`config.mk`:
```
export PLATFORM = sky130hd
export DESIGN_NAME = i2s_audio_ctrl
export DESIGN_NICKNAME = d
export VERILOG_FILES = /design/src/rtl/i2s_audio_pkg.sv /design/src/rtl/i2s_sample_fifo.sv /design/src/rtl/i2s_bclk_gen.sv /design/src/rtl/i2s_frame_engine.sv /design/src/rtl/i2s_audio_ctrl.sv
export SDC_FILE = /design/constraint.sdc
export NUM_CORES = 1
export LEC_CHECK = 0
export BUFFER_PORTS_ARGS = -buffer_cell sky130_fd_sc_hd__buf_2
export CAP_MARGIN = 10
export CORE_MARGIN = 2
export CORE_UTILIZATION = 50
export CTS_CLUSTER_SIZE = 25
export DETAILED_ROUTE_END_ITERATION = 10
export HOLD_SLACK_MARGIN = 0.08
export MAX_ROUTING_LAYER = met4
export PLACE_DENSITY = 0.71
export SLEW_MARGIN = 10
export SYNTH_ARGS = -nofsm -noshare
export SYNTH_HDL_FRONTEND = slang
export SYNTH_HIERARCHICAL = 1
export SYNTH_SLANG_ARGS = --single-unit
```
`constraint.sdc`:
```
create_clock -name clk_i -period 13 [get_ports clk_i]
set_input_delay 2.6 -clock clk_i [delete_from_list [all_inputs] [get_ports clk_i]]
set_output_delay 2.6 -clock clk_i [all_outputs]
set_load 0.01 [all_outputs]
```
`src/rtl/i2s_audio_pkg.sv`:
```
package i2s_audio_pkg;
  localparam int DATA_W = 32;
  localparam int WL_W   = 5;

  localparam logic [7:0] OFS_CMD    = 8'h00;
  localparam logic [7:0] OFS_CTRL   = 8'h04;
  localparam logic [7:0] OFS_CLK    = 8'h08;
  localparam logic [7:0] OFS_STATUS = 8'h10;
  localparam logic [7:0] OFS_RXQ    = 8'h28;
  localparam logic [7:0] OFS_TXQ    = 8'h2C;

  localparam logic [WL_W-1:0] WL_DEFAULT = 5'd31;

  // Place the last received bits at the top of the word, low bits zero.
  function automatic logic [DATA_W-1:0] msb_align(logic [DATA_W-1:0] v, logic [WL_W-1:0] wl);
    return v << (WL_W'(DATA_W - 1) - wl);
  endfunction

  // Bit periods per channel.
  function automatic logic [WL_W+1:0] chan_bits(logic [WL_W-1:0] wl);
    return (WL_W+2)'(wl) + (WL_W+2)'(1);
  endfunction
endpackage

```
`src/rtl/i2s_sample_fifo.sv`:
```
module i2s_sample_fifo #(
  parameter int W     = 32,
  parameter int DEPTH = 16,
  localparam int AW   = $clog2(DEPTH),
  localparam int CW   = AW + 1
) (
  input  logic          clk,
  input  logic          rst_n,
  input  logic          flush,
  input  logic          push,
  input  logic [W-1:0]  wdata,
  input  logic          pop,
  output logic [W-1:0]  head,
  output logic          empty,
  output logic          full,
  output logic [CW-1:0] level
);
  logic [W-1:0]  mem [DEPTH];
  logic [AW-1:0] wp, rp;
  logic          do_push, do_pop;

  assign empty   = (level == '0);
  assign full    = (level == CW'(DEPTH));
  assign do_push = push && !full;
  assign do_pop  = pop && !empty;
  assign head    = mem[rp];

  always_ff @(posedge clk or negedge rst_n) begin
    if (!rst_n) begin
      wp <= '0; rp <= '0; level <= '0;
    end else if (flush) begin
      wp <= '0; rp <= '0; level <= '0;
    end else begin
      if (do_push) wp <= wp + AW'(1);
      if (do_pop)  rp <= rp + AW'(1);
      level <= level + CW'(do_push) - CW'(do_pop);
    end
  end

  always_ff @(posedge clk) begin
    if (do_push) mem[wp] <= wdata;
  end
endmodule

```
`src/rtl/i2s_bclk_gen.sv`:
```
module i2s_bclk_gen #(
  parameter int DIV_W = 8
) (
  input  logic             clk,
  input  logic             rst_n,
  input  logic             run,
  input  logic [DIV_W-1:0] div,
  output logic             bclk,
  output logic             tick,
  output logic             rise_evt,
  output logic             fall_evt
);
  logic [DIV_W-1:0] cnt;

  assign tick     = run && (cnt == div);
  assign rise_evt = tick && !bclk;
  assign fall_evt = tick && bclk;

  always_ff @(posedge clk or negedge rst_n) begin
    if (!rst_n) begin
      cnt <= '0; bclk <= 1'b0;
    end else if (!run) begin
      cnt <= '0; bclk <= 1'b0;
    end else if (tick) begin
      cnt <= '0; bclk <= ~bclk;
    end else begin
      cnt <= cnt + DIV_W'(1);
    end
  end
endmodule

```
`src/rtl/i2s_frame_engine.sv`:
```
module i2s_frame_engine
  import i2s_audio_pkg::*;
#(
  localparam int POS_W = WL_W + 2
) (
  input  logic              clk,
  input  logic              rst_n,
  input  logic              run,
  input  logic              tx_en,
  input  logic              rx_en,
  input  logic [WL_W-1:0]   wl,
  input  logic              fall_evt,
  input  logic              rise_evt,
  input  logic [DATA_W-1:0] tx_word,
  input  logic              tx_avail,
  output logic              tx_pop,
  output logic              underrun,
  input  logic              sdi,
  output logic              rx_push,
  output logic [DATA_W-1:0] rx_word,
  output logic              ws,
  output logic              sdo
);
  logic [POS_W-1:0]  pos, half, frame, last, dtmp, dpos;
  logic [DATA_W-1:0] tx_sh, rx_sh, rx_next, sample;
  logic              load, fetch, raw_bit, raw_prev, started, left_seen;
  logic              rx_left_done, rx_right_done;

  assign half  = chan_bits(wl);
  assign frame = half << 1;
  assign last  = frame - POS_W'(1);
  assign load  = (pos == '0) || (pos == half);
  assign fetch = tx_en && tx_avail;
  assign sample   = fetch ? tx_word : '0;
  assign tx_pop   = fall_evt && load && fetch;
  assign underrun = fall_evt && load && tx_en && !tx_avail;
  assign raw_bit  = load ? sample[DATA_W-1] : tx_sh[DATA_W-1];

  // A rising edge carries the bit chosen two positions before the current count.
  assign dtmp = pos + frame - POS_W'(2);
  assign dpos = (dtmp >= frame) ? dtmp - frame : dtmp;

  assign rx_next       = {rx_sh[DATA_W-2:0], sdi};
  assign rx_word       = msb_align(rx_next, wl);
  assign rx_left_done  = rise_evt && started && rx_en && (dpos == half - POS_W'(1));
  assign rx_right_done = rise_evt && started && rx_en && (dpos == last) && left_seen;
  assign rx_push       = rx_left_done || rx_right_done;

  always_ff @(posedge clk or negedge rst_n) begin
    if (!rst_n) begin
      pos <= '0; ws <= 1'b0; sdo <= 1'b0; raw_prev <= 1'b0;
      tx_sh <= '0; rx_sh <= '0; started <= 1'b0; left_seen <= 1'b0;
    end else if (!run) begin
      pos <= '0; ws <= 1'b0; sdo <= 1'b0; raw_prev <= 1'b0;
      tx_sh <= '0; rx_sh <= '0; started <= 1'b0; left_seen <= 1'b0;
    end else begin
      if (fall_evt) begin
        ws       <= (pos >= half);
        sdo      <= raw_prev;
        raw_prev <= raw_bit;
        tx_sh    <= load ? (sample << 1) : (tx_sh << 1);
        pos      <= (pos == last) ? '0 : pos + POS_W'(1);
        started  <= 1'b1;
      end
      if (rise_evt && started) rx_sh <= rx_next;
      if (rx_left_done) left_seen <= 1'b1;
    end
  end
endmodule

```
`src/rtl/i2s_audio_ctrl.sv`:
```
module i2s_audio_ctrl
  import i2s_audio_pkg::*;
#(
  parameter int ADDR_W      = 6,
  parameter int DEPTH       = 16,
  parameter int DIV_W       = 8,
  parameter int DEFAULT_DIV = 0,
  localparam int LVL_W      = $clog2(DEPTH) + 1
) (
  input  logic              clk_i,
  input  logic              rst_n,
  input  logic              wr_en_i,
  input  logic              rd_en_i,
  input  logic [ADDR_W-1:0] addr_i,
  input  logic [31:0]       wdata_i,
  output logic [31:0]       rdata_o,
  output logic              bclk_o,
  output logic              ws_o,
  output logic              sdo_o,
  input  logic              sdi_i
);
  logic [1:0]        ctrl_q;
  logic [DIV_W-1:0]  div_q;
  logic [WL_W-1:0]   wl_q;
  logic [2:0]        cmd_q;
  logic              run, tick, rise_evt, fall_evt, tx_pop, underrun, rx_push;
  logic              tx_empty, tx_full, rx_empty, rx_full, tx_flush, rx_flush;
  logic              tx_wr, rx_rd;
  logic [DATA_W-1:0] tx_head, rx_head, rx_word;
  logic [LVL_W-1:0]  tx_level, rx_level;

  function automatic logic hit(logic [ADDR_W-1:0] a, logic [7:0] ofs);
    return a == ADDR_W'(ofs);
  endfunction

  assign run      = |ctrl_q;
  assign tx_flush = cmd_q[0] | cmd_q[1];
  assign rx_flush = cmd_q[0] | cmd_q[2];
  assign tx_wr    = wr_en_i && hit(addr_i, OFS_TXQ);
  assign rx_rd    = rd_en_i && hit(addr_i, OFS_RXQ);

  always_ff @(posedge clk_i or negedge rst_n) begin
    if (!rst_n) begin
      ctrl_q <= '0; div_q <= DIV_W'(DEFAULT_DIV); wl_q <= WL_DEFAULT; cmd_q <= '0;
    end else begin
      cmd_q <= (wr_en_i && hit(addr_i, OFS_CMD)) ? wdata_i[2:0] : 3'b000;
      if (cmd_q[0]) begin
        ctrl_q <= '0; div_q <= DIV_W'(DEFAULT_DIV); wl_q <= WL_DEFAULT;
      end else if (wr_en_i) begin
        if (hit(addr_i, OFS_CTRL)) ctrl_q <= wdata_i[1:0];
        if (hit(addr_i, OFS_CLK)) begin
          div_q <= wdata_i[DIV_W-1:0];
          wl_q  <= wdata_i[16 +: WL_W];
        end
      end
    end
  end

  always_ff @(posedge clk_i or negedge rst_n) begin
    if (!rst_n) rdata_o <= '0;
    else if (rd_en_i) begin
      if (hit(addr_i, OFS_CTRL))        rdata_o <= {30'd0, ctrl_q};
      else if (hit(addr_i, OFS_CLK))    rdata_o <= {11'd0, wl_q, 16'(div_q)};
      else if (hit(addr_i, OFS_STATUS)) rdata_o <= {28'd0, rx_full, rx_empty, tx_full, tx_empty};
      else if (hit(addr_i, OFS_RXQ))    rdata_o <= rx_empty ? '0 : rx_head;
      else                              rdata_o <= '0;
    end
  end

  i2s_sample_fifo #(.W(DATA_W), .DEPTH(DEPTH)) u_txq (
    .clk(clk_i), .rst_n(rst_n), .flush(tx_flush), .push(tx_wr), .wdata(wdata_i),
    .pop(tx_pop), .head(tx_head), .empty(tx_empty), .full(tx_full), .level(tx_level));

  i2s_sample_fifo #(.W(DATA_W), .DEPTH(DEPTH)) u_rxq (
    .clk(clk_i), .rst_n(rst_n), .flush(rx_flush), .push(rx_push), .wdata(rx_word),
    .pop(rx_rd), .head(rx_head), .empty(rx_empty), .full(rx_full), .level(rx_level));

  i2s_bclk_gen #(.DIV_W(DIV_W)) u_bclk (
    .clk(clk_i), .rst_n(rst_n), .run(run), .div(div_q), .bclk(bclk_o),
    .tick(tick), .rise_evt(rise_evt), .fall_evt(fall_evt));

  i2s_frame_engine u_eng (
    .clk(clk_i), .rst_n(rst_n), .run(run), .tx_en(ctrl_q[0]), .rx_en(ctrl_q[1]),
    .wl(wl_q), .fall_evt(fall_evt), .rise_evt(rise_evt), .tx_word(tx_head),
    .tx_avail(!tx_empty), .tx_pop(tx_pop), .underrun(underrun), .sdi(sdi_i),
    .rx_push(rx_push), .rx_word(rx_word), .ws(ws_o), .sdo(sdo_o));
endmodule

```
==> results of run 1 <==
-- routing by layer --
metal  up-vias  wire length [µm]  GRT usage, %
li1      11100                 -             -
met1     13500             44500          29.8
met2      1017             56800          38.1
met3       208              7090          3.44
met4         0              3500          7.70
met5         -                 0             -
-- worst max-delay path: cells and delay by family (launching register included) --
family / cells / cell delay, ns
AO/OA/AOI/OAI: 4 / 0.84
XOR/XNOR: 3 / 0.93
adder cells (fa/ha/maj): 4 / 1.39
buffers and inverters: 1 / 0.07
flip-flops: 1 / 1.00
multiplexers: 1 / 0.32
AND/OR/NAND/NOR: 6 / 2.54
-- power by group --
| part | switching, mW | leakage [nW] | total (mW) | internal, mW |
|---|---|---|---|---|
| combinational | 0.704 | 5.25 | 1.21 | 0.502 |
| clock | 1.40 | 1.82 | 3.24 | 1.84 |
| sequential | 0.0863 | 11.4 | 4.30 | 4.22 |
-- per-stage QoR --
stage	worst slack (ns)	area, µm²	util [%]
after floorplan	4.77	49000	-
after global placement	5.71	50700	52.4
after detailed placement	5.53	50700	52.4
after CTS	5.47	54500	56.2
after global routing	4.99	54500	56.3
final	5.46	54600	56.3
-- state kept, by name, summed over array words and instances, names as in the netlist, 4 cells and up --
name / cells
u_txq/level: 5
wl_q: 5
u_bclk/cnt: 8
u_txq/rp: 4
u_eng/rx_sh: 31
div_q: 8
u_txq/mem: 512
u_txq/wp: 4
u_eng/pos: 7
u_rxq/level: 5
rdata_o: 32
u_rxq/wp: 4
u_rxq/mem: 512
u_rxq/rp: 4
u_eng/tx_sh: 31
-- cell type report --
class | instances | area (µm²) | share of cell area, %
diodes | 8 | 20.0 | 0.0367
well taps | 1276 | 1600 | 2.93
inverters | 51 | 191 | 0.351
multi-input cells | 1365 | 13400 | 24.6
clock inverters | 67 | 616 | 1.13
flip-flops and latches | 1183 | 34700 | 63.7
clock buffers | 146 | 3100 | 5.69
repair buffers | 133 | 857 | 1.57
-- worst paths after layout --
path | start | end | slack (ns)
worst min register to register | u_eng/tx_sh[31]$_DFFE_PN0P_ | u_eng/tx_sh[31]$_DFFE_PN0P_ | 0.49
worst max register to register | wl_q[1]$_DFFE_PN1P_ | u_rxq/mem[8][26]$_DFFE_PP_ | 5.46
min in group asynchronous | rst_n | rdata_o[13]$_DFFE_PN0P_ | 1.93
worst max-delay path | wl_q[1]$_DFFE_PN1P_ | u_rxq/mem[8][26]$_DFFE_PP_ | 5.46
max in group asynchronous | rst_n | u_txq/rp[0]$_DFFE_PN0P_ | 9.09
worst min-delay path | u_eng/tx_sh[31]$_DFFE_PN0P_ | u_eng/tx_sh[31]$_DFFE_PN0P_ | 0.49
-- cell usage in the layout, fill, tap and decap left out, types with 7 or more instances in the layout --
master / count
nor2_4: 10
nor2_1: 74
and3_1: 42
clkbuf_16: 115
xnor2_1: 34
clkinv_2: 23
edfxtp_1: 1024
inv_1: 49
nand2_1: 239
xor2_1: 26
ha_1: 43
bufinv_16: 7
clkinv_1: 19
buf_4: 53
and2_1: 14
and2_2: 17
a21boi_0: 31
nand2b_1: 24
nor3b_1: 10
mux4_2: 267
a22oi_1: 128
a22o_1: 20
a21o_1: 7
mux2_2: 9
a21oi_1: 61
mux2i_1: 51
buf_2: 76
o21ai_0: 59
diode_2: 8
dfrtp_1: 150
nor2b_1: 26
clkbuf_8: 11
nand3_1: 28
nand4_1: 10
clkbuf_1: 20
nor4_2: 9
a221o_1: 9
==> flow_metrics.tcl, run 1 <==
set metrics [dict create \
    status "complete, no violations" \
    avgRoutedWirePerCell_um 26.5 \
    slew_headroom_pct 12.0 \
    via_per_inst 6.12 \
    cp_data_arrival_time_ns 7.85 \
    finalNetCount 2937 \
    clk_pin_slew_ns 0.06 \
    die_area_um2 100000 \
    max_freq_mhz 133 \
    drv_cap 0 \
    cp-start-kind "flop" \
    drtIter0Drc 2536 \
    cts_buffers 114 \
    vias 25900 \
    required_ns 13.31 \
    ctsResizeCount 0 \
    instances_no_fill 4229 \
    min_path_type "reg -> reg" \
    fin_total_pwr_mw 8.75 \
    overflow 0 \
    clk_latency_ns 0.71 \
    drt-total-wl_um 112000 \
    critPathMaxStageDelay_ns 1.00 \
    grt_pass1_wl_um 168000 \
    first_global_vias 26600 \
    finalSetupViolations 0 \
    cts_tree "built" \
    syn_nets 2854 \
    remaining_drc_errors 0 \
    drv_slew 0 \
    avgSynthCellArea_um2 17.7 \
    period_share_pct 58.0 \
    worstPathCellList "ha_1 > nand3_1 > xnor2_1 > ha_1 > inv_1 > ha_1 > a21oi_1 > xnor3_1 > ha_1 > a21o_1 > a21oi_1 > nor2_2 > mux2i_4 > xnor2_1 > nor4_2 > a31o_1 > nand2_1 > nor3b_1 > and2_2" \
    power_density_nw_per_um2 160 \
    crit_path_frequent_cell "ha_1" \
    port_buffers 77 \
    fin_skew_ns 0.0237 \
    antenna_found_initial 9 \
    yosysWarnings 6 \
    worstRegToRegCells 19 \
    dp_hpwl_um 66900 \
    clkSinkCount 1183 \
    dp.cells 4005 \
    worst_pin_slew_ns 1.32 \
    whs_path_depth 2 \
    core_area_um2 96900 \
    ir_drop_mv 0.125 \
    place_congestion 0.856 \
    period_minus_slack_ns 7.54 \
    netlist_instances 2765 \
    num_rows 114 \
    drive_gt1_share_pct 22.7 \
    chipHeight_um 317 \
    syn_area_um2 49000 \
    grt_max_degree 72 \
    critPathKind "reg -> reg" \
    start_util_pct 50.6 \
    cts_root_buf "clkbuf_16" \
    hold_violations 0 \
    ant_nets 0 \
    rsz0062_at_grt "false" \
    track_usage_pct 23.2 \
    setup_tns_ns 0 \
    post_cts_buffers 0 \
    power_leakage_nw 18.5 \
    crit_slowest_cell "dfstp_2" \
    postCtsHoldBufs 0 \
    fillers 7150 \
    htree_levels 3 \
    end_kind "flop" \
    clockBufferDepth 3 \
    dr.pass1.iters 6 \
    worstPathMaxFanout 38 \
    ios 78 \
    finalHoldWorstSlack_ns 0.490 \
    syn2layout_area_growth_pct 11.4 \
    die_w_um 317 \
]
(Power assumes the default switching activity.)
==> run 2, diff against run 1 <==
--- a/config.mk
+++ b/config.mk
@@ -13,7 +13,7 @@
 export DETAILED_ROUTE_END_ITERATION = 10
 export HOLD_SLACK_MARGIN = 0.08
 export MAX_ROUTING_LAYER = met4
-export PLACE_DENSITY = 0.71
+export PLACE_DENSITY = 0.73
 export SLEW_MARGIN = 10
 export SYNTH_ARGS = -nofsm -noshare
 export SYNTH_HDL_FRONTEND = slang
==> constraint.sdc (replaced) <==
create_clock -name clk_i -period 6.4 [get_ports clk_i]
set_input_delay 1.28 -clock clk_i [delete_from_list [all_inputs] [get_ports clk_i]]
set_output_delay 1.28 -clock clk_i [all_outputs]
set_load 0.01 [all_outputs]
==> run 2 against run 1 <==
  * Fmax increased by 25%
  * Clock skew increased by 0.016 ns
  * Highest routed layer unchanged
  * Count of clock-buffer cells in the layout increased by 14
  * Die area unchanged
  * Utilization increased by 0.51 points
  * Critical path type unchanged
==> flow_metrics.tcl, run 2 (synthesis results as in run 1) <==
set metrics [dict create \
    drive_gt1_share_pct 23.6 \
    fillers 7050 \
    reg_top3 "u_rxq/mem: 512 flops, u_txq/mem: 512 flops, rdata_o: 32 flops" \
    start_util_pct 50.6 \
    dr.pass1.iters 6 \
    period_share_pct 94.1 \
    chipHeight_um 317 \
    clockBufferDepth 3 \
    track_usage_pct 23.9 \
    p_switching_mw 4.46 \
    p_seq_share_pct 48.7 \
    fin_skew_ns 0.0397 \
    core_area_um2 96900 \
    htree_levels 3 \
    final_common_cell "edfxtp_1" \
    power.internal_mw 13.5 \
    hold_violations 0 \
    antenna_found_initial 13 \
    clkSinkCount 1183 \
    via_per_inst 6.15 \
    syn2layout_area_growth_pct 12.4 \
    overflow 0 \
    cts_tree "built" \
    min_path_type "reg -> reg" \
    drt-total-wl_um 116000 \
    cp-start-kind "flop" \
    finalWorstSetupSlack_ns 0.374 \
    power_frac_comb_pct 14.3 \
    slew_headroom_pct 15.6 \
    dpl_cell_area_um2 51200 \
    num_rows 114 \
    dp_hpwl_um 68500 \
    cts_root_buf "clkbuf_16" \
    postCtsHoldBufs 0 \
    rsz0062_at_grt "false" \
    worst_pin_slew_ns 1.26 \
    critPathKind "reg -> reg" \
    ir_drop_mv 0.290 \
    finalNetCount 2976 \
    clk_pin_slew_ns 0.06 \
    ant_nets 0 \
    period_minus_slack_ns 6.03 \
    first_global_vias 26700 \
    remaining_drc_errors 0 \
    drv_cap 0 \
    register_area_um2 34700 \
    finalSetupViolations 0 \
    drv_slew 0 \
    end_kind "flop" \
    clk_latency_ns 0.71 \
    switching_share_pct 24.9 \
    status "complete, no violations" \
    finalHoldWorstSlack_ns 0.484 \
    ios 78 \
    die_w_um 317 \
    worstPathMaxFanout 8 \
    p_clk_share_pct 37.0 \
    power_density_nw_per_um2 325 \
    place_congestion 0.853 \
    max_freq_mhz 166 \
    required_ns 6.98 \
    final_cell_mix "1,024 x edfxtp_1, 267 x mux4_2, 239 x nand2_1" \
    avgRoutedWirePerCell_um 27.1 \
    port_buffers 77 \
    vias 26300 \
    cts_buffers 114 \
    power_leakage_nw 18.7 \
    drtIter0Drc 2569 \
    grt_pass1_wl_um 171000 \
    die_area_um2 100000 \
    post-place-ws_ns -0.0439 \
    multiInputGateArea_um2 13500 \
    finalInstanceArea_um2 55000 \
    grt_max_degree 85 \
    cp_data_arrival_time_ns 6.61 \
]
==> run 2: layout make-up <==
cell class	instances	share of cell area, %
Clock buffer	160	5.66
Antenna cell	11	0.0500
Clock inverter	54	1.06
Timing Repair Buffer	172	2.30
Sequential cell	1183	63.1
Multi-Input combinational cell	1365	24.6
Tap cell	1276	2.90
Inverter	51	0.348
==> run 2: critical path, cell delays in order (launching register included) <==
cell      delay [ns]
dfstp_2         0.58
ha_2            0.31
xnor2_1         0.17
ha_1            0.27
fa_1            0.41
a21o_1          0.17
a21oi_1         0.18
xnor3_1         0.40
ha_4            0.35
inv_1           0.06
o21ai_0         0.40
a21oi_2         0.14
xnor3_1         0.24
o21ai_1         0.08
nor4_2          0.34
a31o_2          0.22
nand2_1         0.09
ha_1            0.30
inv_1           0.07
ha_1            0.16
inv_1           0.06
fa_1            0.42
nor2b_2         0.16
o21bai_1        0.10
a21oi_1         0.16
nor3b_1         0.06
==> run 2: final timing paths <==
check                      slack [ns]                     endpoint                         from  depth (start not counted)
max in group asynchronous        4.47  u_eng/tx_sh[14]$_DFFE_PN0P_                        rst_n                          2
min reg2reg                      0.48  u_eng/tx_sh[18]$_DFFE_PN0P_  u_eng/tx_sh[18]$_DFFE_PN0P_                          2
max                              0.37     u_rxq/level[4]$_DFF_PN0_          wl_q[0]$_DFFE_PN1P_                         25
min in group asynchronous        0.59      rdata_o[30]$_DFFE_PN0P_                        rst_n                          1
min                              0.48  u_eng/tx_sh[18]$_DFFE_PN0P_  u_eng/tx_sh[18]$_DFFE_PN0P_                          2
max reg2reg                      0.37     u_rxq/level[4]$_DFF_PN0_          wl_q[0]$_DFFE_PN1P_                         25
==> run 2: what timing repair did <==
item | CTS | global route
pin swaps | 0 | 2
resized for setup | 2 | 10
buffers inserted | 0 | 3
setup endpoints to repair | 37 | 333
==> run 2: routing by layer <==
metal | vias up | global-route usage, % | share of wire, %
li1 | 11200 | - | -
met1 | 13600 | 29.7 | 38
met2 | 1149 | 39.1 | 51
met3 | 269 | 4.94 | 8.3
met4 | 0 | 8.61 | 3.6
met5 | - | - | 0
==> run 2: per-stage QoR <==
step / util (%) / std cells / TNS [ns] / power [mW]
2_1_floorplan: - / 2765 / -67.48 / 10.7
3_3_place_gp: 52.9 / 4042 / 0 / 11.3
3_5_place_dp: 52.9 / 4042 / -0.0446 / 11.3
4_1_cts: 56.7 / 4256 / 0 / 17.9
5_1_grt: 56.8 / 4270 / 0 / 18.5
6_report: 56.8 / 4272 / 0 / 17.9
==> run 2: power by group through the flow <==
stage	combinational [mW]	sequential, mW	clock, mW
3_3_place_gp	2.40	8.86	0
3_5_place_dp	2.47	8.88	0
4_1_cts	2.50	8.72	6.73
5_1_grt	2.81	8.73	7.01
6_report	2.57	8.71	6.63
2_1_floorplan	1.89	8.79	0
==> run 3, diff against run 2 <==
--- a/config.mk
+++ b/config.mk
@@ -13,7 +13,7 @@
 export DETAILED_ROUTE_END_ITERATION = 10
 export HOLD_SLACK_MARGIN = 0.08
 export MAX_ROUTING_LAYER = met4
-export PLACE_DENSITY = 0.73
+export PLACE_DENSITY = 0.68
 export SLEW_MARGIN = 10
 export SYNTH_ARGS = -nofsm -noshare
 export SYNTH_HDL_FRONTEND = slang
==> run 3 against run 2 <==
  * Die area did not move
  * Total power barely moved
  * Critical path depth fell by 4
  * Cell area barely moved
  * Routed wire length rose by 2.1%
  * Final cell count did not move
  * Fmax fell by 1.2%
  * First-iteration DRC count rose by 4.2%
  * Worst setup slack got worse by 0.076 ns
==> flow_metrics.tcl, run 3 (synthesis results as in run 1) <==
set metrics [dict create \
    status "complete, no violations" \
    clockBufferDepth 3 \
    period_share_pct 95.3 \
    cts_tree "built" \
    utilization_pct 56.8 \
    vias 25900 \
    worst_pin_slew_ns 1.16 \
    first_global_vias 26500 \
    antenna_found_initial 9 \
    finalNetCount 2975 \
    chipHeight_um 317 \
    cts_root_buf "clkbuf_16" \
    end_kind "flop" \
    critPathMaxStageDelay_ns 0.55 \
    dp.cells 4042 \
    port_buffers 77 \
    drt-total-wl_um 118000 \
    fin_skew_ns 0.0392 \
    final_common_cell "edfxtp_1" \
    worstPathMaxFanout 18 \
    cp-start-kind "flop" \
    dp_hpwl_um 71900 \
    finalWorstSetupSlack_ns 0.299 \
    crit_slowest_cell "dfstp_2" \
    via_per_inst 6.06 \
    drive_gt1_share_pct 23.6 \
    drv_cap 0 \
    cp_data_arrival_time_ns 6.50 \
    slew_headroom_pct 22.2 \
    ir_drop_mv 0.259 \
    track_usage_pct 24.6 \
    final_cell_mix "1,024 x edfxtp_1, 267 x mux4_2, 239 x nand2_1" \
    critPathKind "reg -> reg" \
    die_w_um 317 \
    drtIter0Drc 2678 \
    critPathBufInv 3 \
    finalSetupViolations 0 \
    overflow 0 \
    clkSinkCount 1183 \
    ant_nets 0 \
    post-place-ws_ns 0.0970 \
    core_area_um2 96900 \
    cp.depth 21 \
    period_minus_slack_ns 6.10 \
    reg_top3 "u_rxq/mem: 512 flops, u_txq/mem: 512 flops, rdata_o: 32 flops" \
    place_congestion 0.863 \
    syn2layout_area_growth_pct 12.3 \
    grt_max_degree 132 \
    drv_slew 0 \
    remaining_drc_errors 0 \
    min_path_type "reg -> reg" \
    whs_path_depth 2 \
    instances_no_fill 4272 \
    grt_pass1_wl_um 174000 \
    cts_buffers 116 \
    die_area_um2 100000 \
    power_leakage_nw 18.7 \
    ios 78 \
    postCtsHoldBufs 0 \
    num_rows 114 \
    htree_levels 3 \
    max_freq_mhz 164 \
    avgRoutedWirePerCell_um 27.6 \
    required_ns 6.80 \
    dr.pass1.iters 7 \
    worstPathCellList "ha_2 > nand3_1 > xnor2_1 > ha_1 > inv_1 > ha_1 > a21oi_1 > xnor3_1 > ha_2 > a21o_1 > a211o_1 > a21oi_2 > a311o_1 > o2111ai_1 > nor4_2 > a31o_1 > nand2_1 > buf_4 > nor3b_1 > and2_2 > buf_12" \
    power_density_nw_per_um2 326 \
    clk_pin_slew_ns 0.06 \
    start_util_pct 50.6 \
    hold_violations 0 \
    worstRegToRegCells 21 \
    clk_latency_ns 0.72 \
    critPathTopFamily "compound AO/OA/AOI/OAI gates" \
    setup_tns_ns 0 \
]
-- run 3: changes by cell type in the layout (fill, tap and decap cells not counted), sizes merged --
cell      previous run  this run
clkinv              36        54
bufinv              10         8
clkinvlp             4         7
buf                172       168
diode               11         9
clkbuf             160       146
inv                 55        56
-- run 3: worst min-delay path, delay by kind of cell, from the launching register on --
| kind | cells | cell delay [ns] |
|---|---|---|
| flip-flops | 1 | 0.34 |
| AND/OR/NAND/NOR | 1 | 0.05 |
| AO/OA/AOI/OAI | 1 | 0.06 |
-- run 3: area by class of cell --
cell class / instances / area [µm²]
well taps: 1276 / 1600
clock buffers: 145 / 3060
inverters: 51 / 191
repair buffers: 169 / 1230
fillers: 7294 / 41900
multi-input cells: 1365 / 13500
clock inverters: 74 / 651
flip-flops and latches: 1183 / 34700
diodes: 9 / 22.5
-- run 3: final timing paths --
path / startpoint / endpoint / slack, ns
max reg2reg: wl_q[1]$_DFFE_PN1P_ / u_rxq/mem[11][14]$_DFFE_PP_ / 0.30
min reg2reg: u_eng/tx_sh[16]$_DFFE_PN0P_ / u_eng/tx_sh[16]$_DFFE_PN0P_ / 0.48
max: wl_q[1]$_DFFE_PN1P_ / u_rxq/mem[11][14]$_DFFE_PP_ / 0.30
max in group asynchronous: rst_n / u_rxq/rp[1]$_DFFE_PN0P_ / 4.73
min in group asynchronous: rst_n / rdata_o[15]$_DFFE_PN0P_ / 0.62
min: u_eng/tx_sh[16]$_DFFE_PN0P_ / u_eng/tx_sh[16]$_DFFE_PN0P_ / 0.48
-- run 3: through the flow --
stage / cell area, µm² / hold WS, ns / power (mW)
floorplan: 49000 / 0.450 / 10.7
global placement: 51200 / 0.462 / 11.3
detailed placement: 51200 / 0.471 / 11.4
CTS: 54900 / 0.485 / 18.0
global route: 55000 / 0.522 / 18.5
finish: 55000 / 0.484 / 17.9
-- run 3: metal layers --
metal | track usage [%] | part of all wire (%) | vias to the layer above
li1 | - | - | 11200
met1 | 31.3 | 39 | 13500
met2 | 40.9 | 51 | 954
met3 | 3.95 | 6.7 | 194
met4 | 7.48 | 2.9 | 0
met5 | - | 0 | -
-- run 3: where the power goes --
group	leakage (nW)	internal (mW)	switching (mW)
combinational	5.46	1.07	1.51
sequential	11.4	8.56	0.152
clock	1.81	3.73	2.88
total	18.7	13.4	4.54
-- run 3: what timing repair did --
item,4_1_cts,5_1_grt
endpoints found under the setup margin,0,386
setup buffers,0,2
resized for setup,0,7
